==> src/rtl/bsync_pkg.sv <==
package bsync_pkg;
  typedef enum logic [1:0] {
    ST_IDLE = 2'd0,
    ST_RUN  = 2'd1,
    ST_HALT = 2'd2
  } tx_state_t;

  localparam int NFLAG   = 2;
  localparam int FLAG_UN = 0;
  localparam int FLAG_CT = 1;
  localparam int CLR_W   = NFLAG + 1;
  localparam int CLR_IRQ = NFLAG;
endpackage

==> src/rtl/bsync_fetch.sv <==
module bsync_fetch #(
  parameter int DATA_W = 8,
  parameter int LVL_W  = 5,
  parameter logic [DATA_W-1:0] ESC_CHAR = 8'h10
) (
  input  logic              transp,
  input  logic              par_en,
  input  logic              par_odd,
  input  logic              pair_q,
  input  logic [LVL_W-1:0]  level,
  input  logic [DATA_W-1:0] data,
  input  logic              last,
  output logic              fetch_ok,
  output logic              esc_start,
  output logic [DATA_W-1:0] frame
);
  logic has_one, has_two, par_bit;

  assign has_one = (level != '0);
  assign has_two = (level >= LVL_W'(2));

  // an escape opens a pair only if it is not the byte completing a pair
  assign esc_start = transp && !pair_q && !last && (data == ESC_CHAR);
  assign fetch_ok  = has_one && (!esc_start || has_two);

  assign par_bit = (^data[DATA_W-2:0]) ^ par_odd;
  assign frame   = par_en ? {data[DATA_W-2:0], par_bit} : data;
endmodule

==> src/rtl/bsync_shift.sv <==
module bsync_shift #(
  parameter int   DATA_W   = 8,
  parameter logic IDLE_BIT = 1'b1
) (
  input  logic              clk,
  input  logic              rst,
  input  logic              load,
  input  logic              abort,
  input  logic [DATA_W-1:0] frame,
  output logic              slot_free,
  output logic              txd
);
  localparam int CNT_W = $clog2(DATA_W);

  logic [DATA_W-1:0] sh;
  logic [CNT_W-1:0]  cnt;

  assign slot_free = (cnt == '0);

  always_ff @(posedge clk) begin
    if (rst) begin
      sh  <= '0;
      cnt <= '0;
      txd <= IDLE_BIT;
    end else if (abort) begin
      cnt <= '0;
      txd <= IDLE_BIT;
    end else if (load) begin
      txd <= frame[DATA_W-1];
      sh  <= {frame[DATA_W-2:0], 1'b0};
      cnt <= CNT_W'(DATA_W-1);
    end else if (cnt != '0) begin
      txd <= sh[DATA_W-1];
      sh  <= {sh[DATA_W-2:0], 1'b0};
      cnt <= cnt - 1'b1;
    end else begin
      txd <= IDLE_BIT;
    end
  end

  // a new character only enters on a character boundary
  p_load_on_boundary_r1: assert property (@(posedge clk) disable iff (rst)
    load |-> slot_free);
endmodule

==> src/rtl/bsync_flags.sv <==
module bsync_flags import bsync_pkg::*; (
  input  logic             clk,
  input  logic             rst,
  input  logic [NFLAG-1:0] set_flag,
  input  logic             irq_en,
  input  logic [CLR_W-1:0] clr,
  output logic [NFLAG-1:0] flag,
  output logic             irq
);
  for (genvar g = 0; g < NFLAG; g++) begin : g_flag
    always_ff @(posedge clk) begin
      if (rst)              flag[g] <= 1'b0;
      else if (set_flag[g]) flag[g] <= 1'b1;
      else if (clr[g])      flag[g] <= 1'b0;
    end

    // a clear without a competing set empties the flag
    p_flag_w1c_r10: assert property (@(posedge clk) disable iff (rst)
      (clr[g] && !set_flag[g]) |=> !flag[g]);
  end

  always_ff @(posedge clk) begin
    if (rst)                          irq <= 1'b0;
    else if ((|set_flag) && irq_en)   irq <= 1'b1;
    else if (clr[CLR_IRQ])            irq <= 1'b0;
  end
endmodule

==> src/rtl/bsync_tx.sv <==
module bsync_tx import bsync_pkg::*; #(
  parameter int   DATA_W = 8,
  parameter int   LVL_W  = 5,
  parameter logic [DATA_W-1:0] ESC_CHAR = 8'h10,
  parameter logic IDLE_BIT = 1'b1
) (
  input  logic              clk,
  input  logic              rst,
  input  logic              cts,
  input  logic              buf_start,
  input  logic              restart,
  input  logic              cfg_par_en,
  input  logic              cfg_par_odd,
  input  logic              cfg_transp,
  input  logic              cfg_txe_en,
  input  logic [CLR_W-1:0]  clr,
  input  logic [LVL_W-1:0]  fifo_level,
  input  logic [DATA_W-1:0] fifo_data,
  input  logic              fifo_last,
  output logic              fifo_rd,
  output logic              txd,
  output logic              buf_close,
  output logic              halted,
  output logic              st_un,
  output logic              st_cts,
  output logic              irq
);
  tx_state_t         state;
  logic              pair_q, last_q;
  logic              fetch_ok, esc_start, slot_free;
  logic [DATA_W-1:0] frame;
  logic              in_run, need, start, load, urun, cts_abort, done;
  logic [NFLAG-1:0]  set_flag, flag;

  bsync_fetch #(.DATA_W(DATA_W), .LVL_W(LVL_W), .ESC_CHAR(ESC_CHAR)) u_fetch (
    .transp(cfg_transp), .par_en(cfg_par_en), .par_odd(cfg_par_odd),
    .pair_q(pair_q), .level(fifo_level), .data(fifo_data), .last(fifo_last),
    .fetch_ok(fetch_ok), .esc_start(esc_start), .frame(frame)
  );

  assign in_run    = (state == ST_RUN);
  assign need      = in_run && slot_free && !last_q;
  assign cts_abort = in_run && !cts;
  assign done      = in_run && slot_free && last_q && cts;
  assign start     = (state == ST_IDLE) && buf_start && cts && fetch_ok;
  assign load      = start || (need && cts && fetch_ok);
  assign urun      = need && cts && !fetch_ok;
  assign fifo_rd   = load;

  bsync_shift #(.DATA_W(DATA_W), .IDLE_BIT(IDLE_BIT)) u_shift (
    .clk(clk), .rst(rst), .load(load), .abort(cts_abort),
    .frame(frame), .slot_free(slot_free), .txd(txd)
  );

  always_ff @(posedge clk) begin
    if (rst) begin
      state     <= ST_IDLE;
      pair_q    <= 1'b0;
      last_q    <= 1'b0;
      buf_close <= 1'b0;
    end else begin
      buf_close <= cts_abort || urun || done;
      if (load) begin
        pair_q <= esc_start;
        last_q <= fifo_last;
      end else if (cts_abort || urun || done) begin
        pair_q <= 1'b0;
        last_q <= 1'b0;
      end
      case (state)
        ST_IDLE: if (start) state <= ST_RUN;
        ST_RUN: begin
          if (cts_abort || urun) state <= ST_HALT;
          else if (done)         state <= ST_IDLE;
        end
        ST_HALT: if (restart) state <= ST_IDLE;
        default: state <= ST_IDLE;
      endcase
    end
  end

  assign halted = (state == ST_HALT);

  assign set_flag[FLAG_UN] = urun;
  assign set_flag[FLAG_CT] = cts_abort;

  bsync_flags u_flags (
    .clk(clk), .rst(rst), .set_flag(set_flag), .irq_en(cfg_txe_en),
    .clr(clr), .flag(flag), .irq(irq)
  );

  assign st_un  = flag[FLAG_UN];
  assign st_cts = flag[FLAG_CT];

  // halt is held until a restart, and left on the edge after one
  p_halt_holds_r7: assert property (@(posedge clk) disable iff (rst)
    (halted && !restart) |=> halted);
  p_restart_exits_r7: assert property (@(posedge clk) disable iff (rst)
    (halted && restart) |=> !halted);
  p_no_read_halted_r7: assert property (@(posedge clk) disable iff (rst)
    halted |-> !fifo_rd);
  p_idle_line_halted_r7: assert property (@(posedge clk) disable iff (rst)
    halted |-> (txd == IDLE_BIT));
  // underrun is only ever raised out of an active buffer
  p_un_in_frame_r5: assert property (@(posedge clk) disable iff (rst)
    $rose(st_un) |-> $past(state == ST_RUN));
  // the byte after an escape is always ready at the boundary
  p_pair_intact_r8: assert property (@(posedge clk) disable iff (rst)
    (pair_q && need && cts) |-> fetch_ok);
  // interrupt only rises with the enable set
  p_irq_masked_r6: assert property (@(posedge clk) disable iff (rst)
    $rose(irq) |-> $past(cfg_txe_en));
  // clear-to-send loss aborts on the next edge
  p_cts_abort_r9: assert property (@(posedge clk) disable iff (rst)
    (in_run && !cts) |=> (halted && buf_close && st_cts));
  // close is a single-cycle pulse
  p_close_pulse_r4: assert property (@(posedge clk) disable iff (rst)
    buf_close |=> !buf_close);
endmodule

==> config.mk <==
export PLATFORM = sky130hd
export DESIGN_NAME = bsync_tx
export DESIGN_NICKNAME = d
export VERILOG_FILES = /design/src/rtl/bsync_pkg.sv /design/src/rtl/bsync_fetch.sv /design/src/rtl/bsync_shift.sv /design/src/rtl/bsync_flags.sv /design/src/rtl/bsync_tx.sv
export SDC_FILE = /design/constraint.sdc
export NUM_CORES = 1
export LEC_CHECK = 0
export CAP_MARGIN = 20
export CORE_MARGIN = 10
export CORE_UTILIZATION = 51
export CTS_CLUSTER_DIAMETER = 40
export DETAILED_ROUTE_END_ITERATION = 8
export PLACE_DENSITY = 0.84
export SLEW_MARGIN = 20
export SYNTH_ARGS = -nofsm -noshare
export SYNTH_HDL_FRONTEND = slang
export SYNTH_SLANG_ARGS = --single-unit
==> constraint.sdc <==
create_clock -name clk -period 4.25 [get_ports clk]
set_input_delay 1.0625 -clock clk [delete_from_list [all_inputs] [get_ports clk]]
set_output_delay 1.0625 -clock clk [all_outputs]
set_load 0.01 [all_outputs]
==> impl_results.md <==
- Pin count of the biggest net entering global routing: 15
- Crit start category: primary input
- Final net count: 207
- Worst-path clk slew: 110 ps
- CTS tree: built
- Share of layout cells above drive strength 1: 8.57%
- Cts bufs inserted: 3
- Max-slew violations: 0
- # hold bufs at CTS: 0
- Reg area: 380 um2
- Async SR Flop Fraction: 0%
- RSZ-0062 raised after global routing: false
- Synth Area in Compound Gates: 19.6%
- Sequential fraction of the synthesis area: 32.3%
- Multi-input combinational cell area: 719 um2
- Final TNS setup: 0 ps
- Antenna diodes: 0
- Top cell types by occurrence after synthesis: dfxtp_1 (19), nand2_1 (18), inv_1 (12)
- DRT Pass-1 Iters: 6
- Vias per cell: 5.67
- Max-slew headroom: 47.7%
- GR peak layer: met2
- # Post-CTS Setup Buffers: 0
- Final Hold Viols: 0
- Synth area leaders: dfxtp_1 (32%), mux2i_1 (8.5%), nand2_1 (5.7%)
- Vias in the first global route: 1047
- Hold_ws: 475 ps
- CTS Sinks: 19
- Power per cell area: 350 nW/um2
- Post-Syn Area: 1180 um2
- Worst VDD drop: 0.000236 V
- GR Util met2: 22.2%
- Total number of vias: 1150
- Total GRT Usage: 13.3%
- First DRT Iteration DRCs: 54
- Crit-path max FO: 4
- Gr ovfl total: 0
- Leak pwr: 0.661 nW
- Critical path required time: 3190 ps
- Count leader, synth: dfxtp_1
- Syn_nets: 170
- FF+latch count, synth: 19
- Setup violators final: 0
- H-Tree Depth: 1
- Dpl ws: 60.1 ps
- Cell count after synthesis: 139
- Initial antenna violation count: 0
- Yosys cell types: 42
- Avg Inst Size Synth: 8.47 um2
- Die width: 68.0 um
- Max Cap Viol: 0
- EDFF count, synth: 0
- Number of core rows: 17
- Fin worst setup slack: 381 ps
- # DRC: 0
- Post-layout minimum cycle time: 3870 ps
- Post-CTS sizing: 0
- ANT nets after route: 0
- Starting density of the core: 53.2%
- GR met1 Demand/Resource: 15.5%
- CP endpoint kind: output pin
- Final Cell Area: 1570 um2
- CP arrival: 2810 ps
- Post-Synth Adder-Cell Area: 5.31%
- Largest family of logic cells by synthesized area: simple AND/OR/NAND/NOR gates
- Met3 Resource Use GR: 3.26%
- PortBufs: 32
- Core region area: 2210 um2
- Io pins: 33
- Max Buffers Root-to-Sink: 2
- Die Ht: 68.0 um
- Most used DFF post-synth: dfxtp_1
- Period Utilization, post-route: 91.0%
- Leading area contributor after synthesis: dfxtp_1
- Die area: 4630 um2
- # fillers: 187
- Area grow syn2layout: 33.2%
- First-pass GRT wire length: 4.76 mm
- CTS root buf: clkbuf_4
- Top cell type's share of synthesized area: 32.3%
- Mux cell area share after synthesis: 10.4%
- Routability congestion estimate from global placement: 0.855
- Clk_lat worst skew: 300 ps
- DP Wirelength: 2.48 mm
- Worst Tran Pin Value: 776 ps
- Worst min path class: reg2reg
- DP Area: 1540 um2
- Wire length per cell: 14.9 um
- Skew final: 6.05 ps
- XOR/XNOR Fraction of Synth Area: 4.14%
- Fmax: 0.258 GHz
- Final Util: 70.9%
- Synth Area in Simple Gates: 21.7%
- Status: finished, final reports clean
- Yosys warnings: 0
- Crit path kind: in2out
- Final WL: 3.03 mm
[metal layers]
layer | up-vias | wire length (um)
li1 | 570 | -
met1 | 531 | 1300
met2 | 41 | 1450
met3 | 8 | 208
met4 | 0 | 78
met5 | - | 0
[critical path, stage by stage]
cell and delay (ps):
clkdlybuf4s50_1 520, ha_1 150, or4b_4 490, o21ai_4 190
a211o_2 200, inv_6 30, dlymetal6s2s_1 170
[per-stage QoR]
step	cells	total power, mW
after global routing	203	0.586
final	203	0.548
after global placement	199	0.445
after floorplan	139	0.381
after detailed placement	199	0.460
after CTS	203	0.551
[final cells by class]
type | instances | area share, %
Timing Repair Buffer | 36 | 22.5
Tap cell | 28 | 2.23
Clock buffer | 4 | 1.68
Multi-Input combinational cell | 103 | 45.9
Sequential cell | 19 | 24.3
Inverter | 13 | 3.43
[cells in the final DEF, fill, tap and decap left out, types with 4 or more instances in the layout]
cell type        netlist  routed
nor2_1                11      11
a21oi_1                6       6
nor2b_1                6       6
inv_1                 12      12
dfxtp_1               19      19
ha_1                   5       5
mux2i_1               10      10
o21ai_0                6       6
nand2_1               18      18
buf_4                  0       4
a22oi_1                6       6
clkdlybuf4s50_1        0      31
nand2b_1               4       4
[registers in the layout, indices dropped and copies added, names as in the netlist]
signal / flops
u_shift.cnt: 3
u_flags.irq: 1
buf_close: 1
last_q: 1
u_flags.flag: 2
u_shift.sh: 7
u_shift.txd: 1
state: 2
pair_q: 1
[where the power goes]
group,total (mW),internal [mW],switching [mW]
sequential,0.222,0.207,0.0154
clock,0.0906,0.0365,0.0540
combinational,0.236,0.111,0.125
[logic make-up after synthesis]
kind of cell | Yosys count
buf+inv | 17
fa+ha+maj | 5
mux | 12
flops | 19
xor+xnor | 4
compound gates | 32
simple gates | 50
[path summary, 6_finish.rpt]
check                               from                  endpoint  slack [ps]  cells after the start
max                         fifo_data[4]                   fifo_rd         380                      7
min             u_flags.irq$_SDFFE_PP0P_  u_flags.irq$_SDFFE_PP0P_         480                      2
max reg2reg  u_shift.cnt[0]$_SDFFE_PP0P_       last_q$_SDFFE_PP0P_        2180                      8
min reg2reg     u_flags.irq$_SDFFE_PP0P_  u_flags.irq$_SDFFE_PP0P_         480                      2
No activity file was read; power rests on OpenSTA's default activity.
